File: src/rtl/mreq_admit_pkg.sv
// Shared kinds, queue types, verdicts and event indices for the admission table.
package mreq_admit_pkg;

    // Primary request kind, kept in the tables.
    typedef enum logic [3:0] {
        K_LOAD  = 4'd0,
        K_FETCH = 4'd1,
        K_STORE = 4'd2,
        K_RMW_RD = 4'd3,
        K_LINK  = 4'd4,
        K_COND  = 4'd5,
        K_LK_RD = 4'd6,
        K_LK_WR = 4'd7,
        K_FLUSH = 4'd8
    } kind_e;

    // Queue-side type sent with an issued request.
    typedef enum logic [2:0] {
        Q_LOAD   = 3'd0,
        Q_FETCH  = 3'd1,
        Q_STORE  = 3'd2,
        Q_ATOMIC = 3'd3,
        Q_FLUSH  = 3'd4
    } qtype_e;

    // Verdict codes.
    typedef enum logic [1:0] {
        S_ISSUED  = 2'd0,
        S_ALIASED = 2'd1,
        S_FULL    = 2'd2
    } status_e;

    localparam int EV_ST_LD = 0;
    localparam int EV_ST_ST = 1;
    localparam int EV_LD_LD = 2;
    localparam int EV_LD_ST = 3;
    localparam int NUM_EV   = 4;

    // Read-class kinds go to the read table, every other kind to the write table.
    function automatic logic is_write_class(kind_e k);
        return !((k == K_LOAD) || (k == K_FETCH));
    endfunction

endpackage

File: src/rtl/mreq_classify.sv
// Turns the request flags into a primary kind and a queue-side type.
// Assumes the flags are stable for the cycle; purely combinational.
module mreq_classify
    import mreq_admit_pkg::*;
(
    input  logic   is_llsc,
    input  logic   is_locked,
    input  logic   is_write,
    input  logic   is_flush,
    input  logic   is_fetch,
    input  logic   store_check,
    output kind_e  kind,
    output qtype_e qtype
);

    // Priority decode of the flags.
    always_comb begin
        if (is_llsc) begin
            if (is_write) kind = K_COND;
            else          kind = K_LINK;
            qtype = Q_ATOMIC;
        end else if (is_locked) begin
            if (is_write) kind = K_LK_WR;
            else          kind = K_LK_RD;
            qtype = Q_STORE;
        end else if (is_flush) begin
            kind  = K_FLUSH;
            qtype = Q_FLUSH;
        end else if (is_write) begin
            kind  = K_STORE;
            qtype = Q_STORE;
        end else if (is_fetch) begin
            kind  = K_FETCH;
            qtype = Q_FETCH;
        end else if (store_check) begin
            kind  = K_RMW_RD;
            qtype = Q_STORE;
        end else begin
            kind  = K_LOAD;
            qtype = Q_LOAD;
        end
    end

endmodule

File: src/rtl/mreq_line_table.sv
// Small fully associative table of pending line addresses with their kind.
// Assumes the caller never inserts a line that is already held and only
// inserts when has_room is high; a drop that matches nothing changes nothing.
module mreq_line_table
    import mreq_admit_pkg::*;
#(
    parameter int DEPTH = 8,
    parameter int LAW   = 26
) (
    input  logic                       clk,
    input  logic                       rst_n,
    input  logic [LAW-1:0]             probe_line,
    output logic                       probe_hit,
    output logic                       has_room,
    output logic [$clog2(DEPTH+1)-1:0] occupancy,
    input  logic                       put_en,
    input  kind_e                      put_kind,
    input  logic                       drop_en,
    input  logic [LAW-1:0]             drop_line,
    output logic                       drop_hit,
    output kind_e                      drop_kind
);

    localparam int SW = (DEPTH > 1) ? $clog2(DEPTH) : 1;
    localparam int CW = $clog2(DEPTH+1);

    logic [DEPTH-1:0] vld;
    logic [LAW-1:0]   line_q [DEPTH];
    kind_e            kind_q [DEPTH];
    logic [DEPTH-1:0] probe_match;
    logic [DEPTH-1:0] drop_match;
    logic [SW-1:0]    slot;

    // Per-entry comparators for the probe and the drop address.
    for (genvar i = 0; i < DEPTH; i++) begin : g_cmp
        assign probe_match[i] = vld[i] && (line_q[i] == probe_line);
        assign drop_match[i]  = vld[i] && (line_q[i] == drop_line);
    end

    assign probe_hit = |probe_match;
    assign drop_hit  = |drop_match;
    assign occupancy = CW'($countones(vld));

    // Lowest free entry receives the next insert.
    always_comb begin
        slot     = '0;
        has_room = 1'b0;
        for (int i = DEPTH-1; i >= 0; i--) begin
            if (!vld[i]) begin
                slot     = SW'(i);
                has_room = 1'b1;
            end
        end
    end

    // Kind of the entry named by the drop address.
    always_comb begin
        drop_kind = K_LOAD;
        for (int i = 0; i < DEPTH; i++) begin
            if (drop_match[i]) drop_kind = kind_q[i];
        end
    end

    // Valid bits: clear the dropped entry, set the inserted one.
    always_ff @(posedge clk) begin
        if (!rst_n) begin
            vld <= '0;
        end else begin
            for (int i = 0; i < DEPTH; i++) begin
                if (drop_en && drop_match[i])
                    vld[i] <= 1'b0;
                if (put_en && (slot == SW'(i)))
                    vld[i] <= 1'b1;
            end
        end
    end

    // Entry payload, written on insert only.
    always_ff @(posedge clk) begin
        for (int i = 0; i < DEPTH; i++) begin
            if (put_en && (slot == SW'(i))) begin
                line_q[i] <= probe_line;
                kind_q[i] <= put_kind;
            end
        end
    end

    AST_LINE_UNIQUE: assert property (@(posedge clk) disable iff (!rst_n)
        $countones(probe_match) <= 1);
    AST_PUT_ROOM: assert property (@(posedge clk) disable iff (!rst_n)
        put_en |-> (has_room && !probe_hit));

endmodule

File: src/rtl/mreq_evt_ctr.sv
// Wrapping event counter, one step per cycle with bump high.
// Assumes the consumer tolerates wrap at 2**W.
module mreq_evt_ctr #(
    parameter int W = 8
) (
    input  logic         clk,
    input  logic         rst_n,
    input  logic         bump,
    output logic [W-1:0] value
);

    // Count the events.
    always_ff @(posedge clk) begin
        if (!rst_n)    value <= '0;
        else if (bump) value <= value + 1'b1;
    end

endmodule

File: src/rtl/mreq_admit.sv
// Admission of memory requests into separate read and write line tables.
// Decides issued / aliased / full in one cycle from registered table state,
// forwards accepted requests with queue type and hit latency, frees entries
// on completions and fences a line between a locked read and its locked write.
// Assumes at most one request per cycle; completions use line addresses.
module mreq_admit
    import mreq_admit_pkg::*;
#(
    parameter int ADDR_W     = 32,
    parameter int LINE_BITS  = 6,
    parameter int TBL_DEPTH  = 8,
    parameter int MAX_OUT    = 10,
    parameter int LAT_W      = 4,
    parameter int ICACHE_LAT = 2,
    parameter int DCACHE_LAT = 3,
    parameter int EVT_W      = 8
) (
    input  logic                        clk,
    input  logic                        rst_n,
    input  logic                        req_valid,
    input  logic [ADDR_W-1:0]           req_addr,
    input  logic                        req_write,
    input  logic                        req_llsc,
    input  logic                        req_locked,
    input  logic                        req_fetch,
    input  logic                        req_flush,
    input  logic                        req_stchk,
    output logic                        rsp_valid,
    output logic [1:0]                  rsp_status,
    output logic                        issue_valid,
    output logic [ADDR_W-1:0]           issue_addr,
    output logic [2:0]                  issue_type,
    output logic [LAT_W-1:0]            issue_lat,
    input  logic                        done_rd_valid,
    input  logic [ADDR_W-LINE_BITS-1:0] done_rd_line,
    input  logic                        done_wr_valid,
    input  logic [ADDR_W-LINE_BITS-1:0] done_wr_line,
    output logic                        done_err,
    output logic [EVT_W-1:0]            evt_st_ld,
    output logic [EVT_W-1:0]            evt_st_st,
    output logic [EVT_W-1:0]            evt_ld_ld,
    output logic [EVT_W-1:0]            evt_ld_st
);

    localparam int LAW = ADDR_W - LINE_BITS;
    localparam int OCW = $clog2(TBL_DEPTH+1);

    kind_e              kind;
    qtype_e             qtype;
    logic [LAW-1:0]     req_line;
    logic               rd_hit, wr_hit, rd_room, wr_room;
    logic [OCW-1:0]     rd_occ, wr_occ;
    logic               rd_drop_hit, wr_drop_hit;
    kind_e              rd_drop_kind, wr_drop_kind;
    int                 total_i;
    logic               over_cap, fenced;
    status_e            verdict;
    logic               put_rd, put_wr;
    logic [NUM_EV-1:0]  ev_hit;
    logic               lock_vld;
    logic [LAW-1:0]     lock_line;
    logic [EVT_W-1:0]   evt_val [NUM_EV];

    assign req_line = req_addr[ADDR_W-1:LINE_BITS];

    mreq_classify u_cls (
        .is_llsc     (req_llsc),
        .is_locked   (req_locked),
        .is_write    (req_write),
        .is_flush    (req_flush),
        .is_fetch    (req_fetch),
        .store_check (req_stchk),
        .kind        (kind),
        .qtype       (qtype)
    );

    mreq_line_table #(.DEPTH(TBL_DEPTH), .LAW(LAW)) u_rd_tbl (
        .clk        (clk),
        .rst_n      (rst_n),
        .probe_line (req_line),
        .probe_hit  (rd_hit),
        .has_room   (rd_room),
        .occupancy  (rd_occ),
        .put_en     (put_rd),
        .put_kind   (kind),
        .drop_en    (done_rd_valid),
        .drop_line  (done_rd_line),
        .drop_hit   (rd_drop_hit),
        .drop_kind  (rd_drop_kind)
    );

    mreq_line_table #(.DEPTH(TBL_DEPTH), .LAW(LAW)) u_wr_tbl (
        .clk        (clk),
        .rst_n      (rst_n),
        .probe_line (req_line),
        .probe_hit  (wr_hit),
        .has_room   (wr_room),
        .occupancy  (wr_occ),
        .put_en     (put_wr),
        .put_kind   (kind),
        .drop_en    (done_wr_valid),
        .drop_line  (done_wr_line),
        .drop_hit   (wr_drop_hit),
        .drop_kind  (wr_drop_kind)
    );

    assign total_i  = int'(rd_occ) + int'(wr_occ);
    assign over_cap = (total_i >= MAX_OUT);
    assign fenced   = lock_vld && (lock_line == req_line) && (kind != K_LK_WR);

    // Verdict: capacity, then fence, then cross-table aliasing, then room.
    always_comb begin
        verdict = S_ISSUED;
        ev_hit  = '0;
        put_rd  = 1'b0;
        put_wr  = 1'b0;
        if (req_valid) begin
            if (over_cap) begin
                verdict = S_FULL;
            end else if (fenced) begin
                verdict = S_ALIASED;
            end else if (is_write_class(kind)) begin
                if (rd_hit) begin
                    verdict = S_ALIASED;
                    ev_hit[EV_ST_LD] = 1'b1;
                end else if (wr_hit) begin
                    verdict = S_ALIASED;
                    ev_hit[EV_ST_ST] = 1'b1;
                end else if (!wr_room) begin
                    verdict = S_FULL;
                end else begin
                    put_wr = 1'b1;
                end
            end else begin
                if (wr_hit) begin
                    verdict = S_ALIASED;
                    ev_hit[EV_LD_ST] = 1'b1;
                end else if (rd_hit) begin
                    verdict = S_ALIASED;
                    ev_hit[EV_LD_LD] = 1'b1;
                end else if (!rd_room) begin
                    verdict = S_FULL;
                end else begin
                    put_rd = 1'b1;
                end
            end
        end
    end

    // Register the verdict and the forwarded request.
    always_ff @(posedge clk) begin
        if (!rst_n) begin
            rsp_valid   <= 1'b0;
            rsp_status  <= 2'd0;
            issue_valid <= 1'b0;
            issue_addr  <= '0;
            issue_type  <= 3'd0;
            issue_lat   <= '0;
        end else begin
            rsp_valid   <= req_valid;
            rsp_status  <= verdict;
            issue_valid <= put_rd | put_wr;
            issue_addr  <= req_addr;
            issue_type  <= qtype;
            issue_lat   <= (qtype == Q_FETCH) ? LAT_W'(ICACHE_LAT) : LAT_W'(DCACHE_LAT);
        end
    end

    // Line fence set by a completed locked read, lifted by its locked write.
    always_ff @(posedge clk) begin
        if (!rst_n) begin
            lock_vld  <= 1'b0;
            lock_line <= '0;
        end else if (done_wr_valid && wr_drop_hit && (wr_drop_kind == K_LK_RD)) begin
            lock_vld  <= 1'b1;
            lock_line <= done_wr_line;
        end else if (done_wr_valid && wr_drop_hit && (wr_drop_kind == K_LK_WR)
                     && (lock_line == done_wr_line)) begin
            lock_vld  <= 1'b0;
        end
    end

    // Sticky flag for completions that match no pending entry.
    always_ff @(posedge clk) begin
        if (!rst_n)
            done_err <= 1'b0;
        else if ((done_rd_valid && !rd_drop_hit) || (done_wr_valid && !wr_drop_hit))
            done_err <= 1'b1;
    end

    for (genvar g = 0; g < NUM_EV; g++) begin : g_evt
        mreq_evt_ctr #(.W(EVT_W)) u_ctr (
            .clk   (clk),
            .rst_n (rst_n),
            .bump  (ev_hit[g]),
            .value (evt_val[g])
        );
    end

    assign evt_st_ld = evt_val[EV_ST_LD];
    assign evt_st_st = evt_val[EV_ST_ST];
    assign evt_ld_ld = evt_val[EV_LD_LD];
    assign evt_ld_st = evt_val[EV_LD_ST];

    AST_OCC_BOUND: assert property (@(posedge clk) disable iff (!rst_n)
        total_i <= MAX_OUT);
    AST_NO_CROSS: assert property (@(posedge clk) disable iff (!rst_n)
        !(rd_hit && wr_hit));
    AST_RD_KIND: assert property (@(posedge clk) disable iff (!rst_n)
        (done_rd_valid && rd_drop_hit) |-> (rd_drop_kind == K_LOAD || rd_drop_kind == K_FETCH));
    AST_FENCE_HOLD: assert property (@(posedge clk) disable iff (!rst_n)
        (req_valid && lock_vld && (lock_line == req_line) && (kind != K_LK_WR)) |=> !issue_valid);
    AST_FETCH_LAT: assert property (@(posedge clk) disable iff (!rst_n)
        (issue_valid && issue_type == 3'd1) |-> (issue_lat == LAT_W'(ICACHE_LAT)));
    AST_ERR_STICKY: assert property (@(posedge clk) disable iff (!rst_n)
        done_err |=> done_err);
    AST_ISSUE_VERDICT: assert property (@(posedge clk) disable iff (!rst_n)
        issue_valid |-> (rsp_valid && rsp_status == 2'd0));

endmodule

File: config.mk
export PLATFORM = sky130hd
export DESIGN_NAME = mreq_admit
export DESIGN_NICKNAME = d
export VERILOG_FILES = /design/src/rtl/mreq_admit_pkg.sv /design/src/rtl/mreq_classify.sv /design/src/rtl/mreq_line_table.sv /design/src/rtl/mreq_evt_ctr.sv /design/src/rtl/mreq_admit.sv
export SDC_FILE = /design/constraint.sdc
export NUM_CORES = 2
export LEC_CHECK = 0
export ABC_AREA = 1
export BUFFER_PORTS_ARGS = -buffer_cell sky130_fd_sc_hd__buf_2
export CAP_MARGIN = 40
export CORE_MARGIN = 3
export CORE_UTILIZATION = 45
export DETAILED_ROUTE_END_ITERATION = 8
export PLACE_DENSITY = 0.73
export SLEW_MARGIN = 15
export SYNTH_ARGS = -nofsm -noshare
export SYNTH_HDL_FRONTEND = slang
export SYNTH_SLANG_ARGS = --single-unit
File: constraint.sdc
create_clock -name clk -period 13.55 [get_ports clk]
set_input_delay 3.3875 -clock clk [delete_from_list [all_inputs] [get_ports clk]]
set_output_delay 3.3875 -clock clk [all_outputs]
set_load 0.05 [all_outputs]
==> results.md <==
* Critical Path Start: req_addr[14]
* Met2 usage at 58.7%
* Fin cells at 5488
* Post-route ant nets at 0
* Number of synthesized flops with an enable pin at 448
* Die width at 282 um
* DPL Wire Length at 118 mm
* Clock power frac at 43.5%
* Async S/R FF share, synth at 0%
* Total wire length at 171 mm
* Average vias per placed instance at 6.34
* Met1 Track Usage GR at 57.1%
* Post-CTS Hold Buffers at 0
* Place WS at 5470 ps
* CP max FO at 37
* Relative slew slack at 37.7%
* Hold WC Path Type: flip-flop to flip-flop
* Met3 Use GR at 15.0%
* Largest cells by area after synthesis: edfxtp_1 39%, nand2_1 13%, dfxtp_1 6.8%, inv_1 5.8%, nor2_1 4.8%
* Initial antenna violation count at 9
* Inst Count DP at 5357
* Worst reg2reg startpoint: u_wr_tbl.vld[5]$_SDFFE_PN0P_
* Post-Syn Area at 34200 sq um
* Nets at 4587
* Placer Congestion at 1.06
* Setup crit end: u_rd_tbl.line_q[1][29]$_DFFE_PP_
* Sequential share of power at 43.7%
* DRC viols at 0
* Multi-input logic area at 15500 sq um
* Num ports at 171
* Crit end category: flip-flop
* # Post-CTS Setup Buffers at 0
* Hold path startpoint: g_evt[3].u_ctr.value[6]$_SDFFE_PN0P_
* Pin count of the biggest net entering global routing at 81
* CTS Sinks at 565
* Total global routing overflow at 0
* Inserted Clock Buffers at 66
* Crit Path Class: input pin to flip-flop
* TritonCTS clock tree: built
* Fin. Hold Viols at 0
* Final min period at 7710 ps
* Synth warn at 0
* Max Clk Rate at 0.130 GHz
* Setup TNS at 0 ps
* Post-Synthesis Cells at 4293
* Slew @ Worst Pin at 935 ps
* RSZ-0062 raised after global routing: false
* Fill cells at 7094
* R2R Setup Slk at 7500 ps
* CTS H-tree depth at 3
* Die area at 79400 sq um
* Storage cell area at 15800 sq um
* Setup Skew at 29.2 ps
* Logic pwr share at 12.8%
* Die height at 282 um
* Max VDD drop at 0.0000876 V
* Max_cap viols at 0
* Via count at 34813
* Post-synth top area share at 39.3%
* First-pass GRT wire length at 235 mm
* Largest area contributor in the netlist: edfxtp_1
* Gr usage total at 42.1%
* Worst reg2reg path endpoint: u_rd_tbl.line_q[1][29]$_DFFE_PP_
* Input/output buffers at 168
* Post-CTS sizing at 0
* Path depth of the worst reg2reg path at 21
* Core Region at 74800 sq um
* Syn_area_per_cell at 7.97 sq um
* Final setup violation count at 0
* Outcome: complete, no violations
* Final worst-path setup slack at 5840 ps
* Leak pwr at 0.0166 uW
* Seq/Total Area, Yosys at 46.2%
* Required time of the critical path at 13860 ps
* Internal power at 3150 uW
* Fraction of layout cells with a size suffix above 1 at 9.76%
* DRT iter0 DRCs at 6016
* DR pass1 iterations at 8
* Vias in the first global route at 31655
* CTS Root Cell: clkbuf_16
* Crit share post-route at 56.9%
* Layout area overhead at 12.7%
* GR peak layer: met2
* Slew Viols, Final at 0
* Worst path arrival time at 8010 ps
* Sw power at 1220 uW
* Starting density of the core at 45.7%
* Seq cells post-synth at 565
* WL per Instance at 31.2 um
* Launching element type of the critical path: input pin
* Final Core Density at 51.5%
* Distinct cells, synth at 56
* Clk_lat worst skew at 620 ps
* Ys flop type: edfxtp_1
* PD cells at 113 nW/um^2
* Longest Clk Path Bufs at 3
* Rows at 100
* Sw Share at 28.0%
* Clock transition at the registers of the reported paths at 60 ps
==> logic make-up (layout without fill, tap and decap cells) <==
logic type      count (synthesis)  in the layout  synth area share [%]
fa+ha+maj                      32             32                  1.37
flops                         565            565                  46.2
xor+xnor                      282            282                  7.22
buf+inv                       705            920                  8.62
compound gates                399            399                  7.03
other cells                     1             12                0.0110
simple gates                 2309           2309                  29.6
==> area by class of cell <==
class                   instances  area share [%]
diodes                         10          0.0649
clock buffers                  87            4.97
clock inverters                30           0.915
inverters                     559            5.44
multi-input cells            3024            40.1
flip-flops and latches        565            41.0
well taps                     969            3.15
repair buffers                244            4.34
==> worst max-delay path, stage by stage <==
cell and delay [ps]:
buf_2 70, buf_4 560, clkinv_1 950, or2_2 600, nand4_1 90, nor2_1 50, nand3_1 80, nor2_1 50
nor2_1 250, nand2_1 80, nor2_1 310, nand4_1 210, nor2_1 340, nand3_1 150, inv_1 510, buf_8 250
==> synth_stat cells (3+ instances only) <==
master     instances
nand2_1         1212
inv_1            526
edfxtp_1         448
nor2_1           434
nand4_1          227
xor2_1           161
o21ai_0          144
nand3_1          126
xnor2_1          121
dfxtp_1          117
nor3_1           108
o22ai_1           91
nor4_1            88
a21oi_1           71
buf_2             53
or2_2             48
o2111ai_1         45
buf_4             41
clkbuf_1          39
inv_2             24
ha_1              23
nor3b_1           19
nand3b_1          15
o21ai_1           12
buf_6             11
clkinv_1           9
fa_1               9
and3_1             8
a211oi_1           5
o211ai_1           5
a2111oi_0          4
a221oi_1           4
nor2_2             4
nor2_4             4
o221ai_1           4
nand2_2            3
o21a_1             3
or2_1              3
==> state kept, by name, summed over array words and instances, names as in the netlist <==
signal,cells
issue_valid,1
rsp_status,2
u_wr_tbl.kind_q,32
u_rd_tbl.line_q,208
lock_vld,1
issue_type,3
u_rd_tbl.vld,8
issue_addr,32
g_evt.u_ctr.value,32
issue_lat,2
u_wr_tbl.vld,8
lock_line,26
u_wr_tbl.line_q,208
done_err,1
rsp_valid,1
==> through the flow <==
step                      total power (uW)  hold WS, ps  area, sq um
after global placement                2460          472        35800
after detailed placement              2470          478        36200
after global routing                  4450          518        38500
after floorplan                       2210          461        34200
final                                 4370          483        38500
after CTS                             4340          488        38500
==> layer usage <==
metal / wire [um] / vias to the layer above / part of all wire, %
met5: 115 / - / 0.067
li1: - / 14699 / -
met4: 11200 / 10 / 6.5
met2: 67200 / 3099 / 39
met1: 65100 / 16324 / 38
met3: 27700 / 681 / 16
==> worst min path at each step <==
| stage | end | slack [ps] | depth (start not counted) |
|---|---|---|---|
| detailed placement | g_evt[3].u_ctr.value[6]$_SDFFE_PN0P_ | 480 | 2 |
| CTS | g_evt[3].u_ctr.value[6]$_SDFFE_PN0P_ | 490 | 2 |
| global placement | g_evt[3].u_ctr.value[6]$_SDFFE_PN0P_ | 470 | 2 |
| finish | g_evt[3].u_ctr.value[6]$_SDFFE_PN0P_ | 480 | 2 |
| global route | g_evt[3].u_ctr.value[6]$_SDFFE_PN0P_ | 520 | 2 |
| floorplan | lock_vld$_SDFFE_PN0P_ | 460 | 2 |
==> layout by cell type (no fill, tap or decap), drive strengths merged, types with 91 or more instances in the layout <==
| cell type | count |
|---|---|
| buf | 244 |
| dfxtp | 117 |
| edfxtp | 448 |
| inv | 555 |
| nand2 | 1215 |
| nand3 | 129 |
| nand4 | 227 |
| nor2 | 442 |
| nor3 | 109 |
| o21ai | 156 |
| o22ai | 91 |
| xnor2 | 121 |
| xor2 | 161 |
==> power by group through the flow <==
stage                     Combinational [uW]  Sequential [uW]  Clock [uW]
after floorplan                          249             1960           0
after global placement                   518             1940           0
after detailed placement                 522             1940           0
after CTS                                523             1910        1910
after global routing                     564             1910        1970
final                                    561             1910        1900
Power figures use the tool's default switching activity.
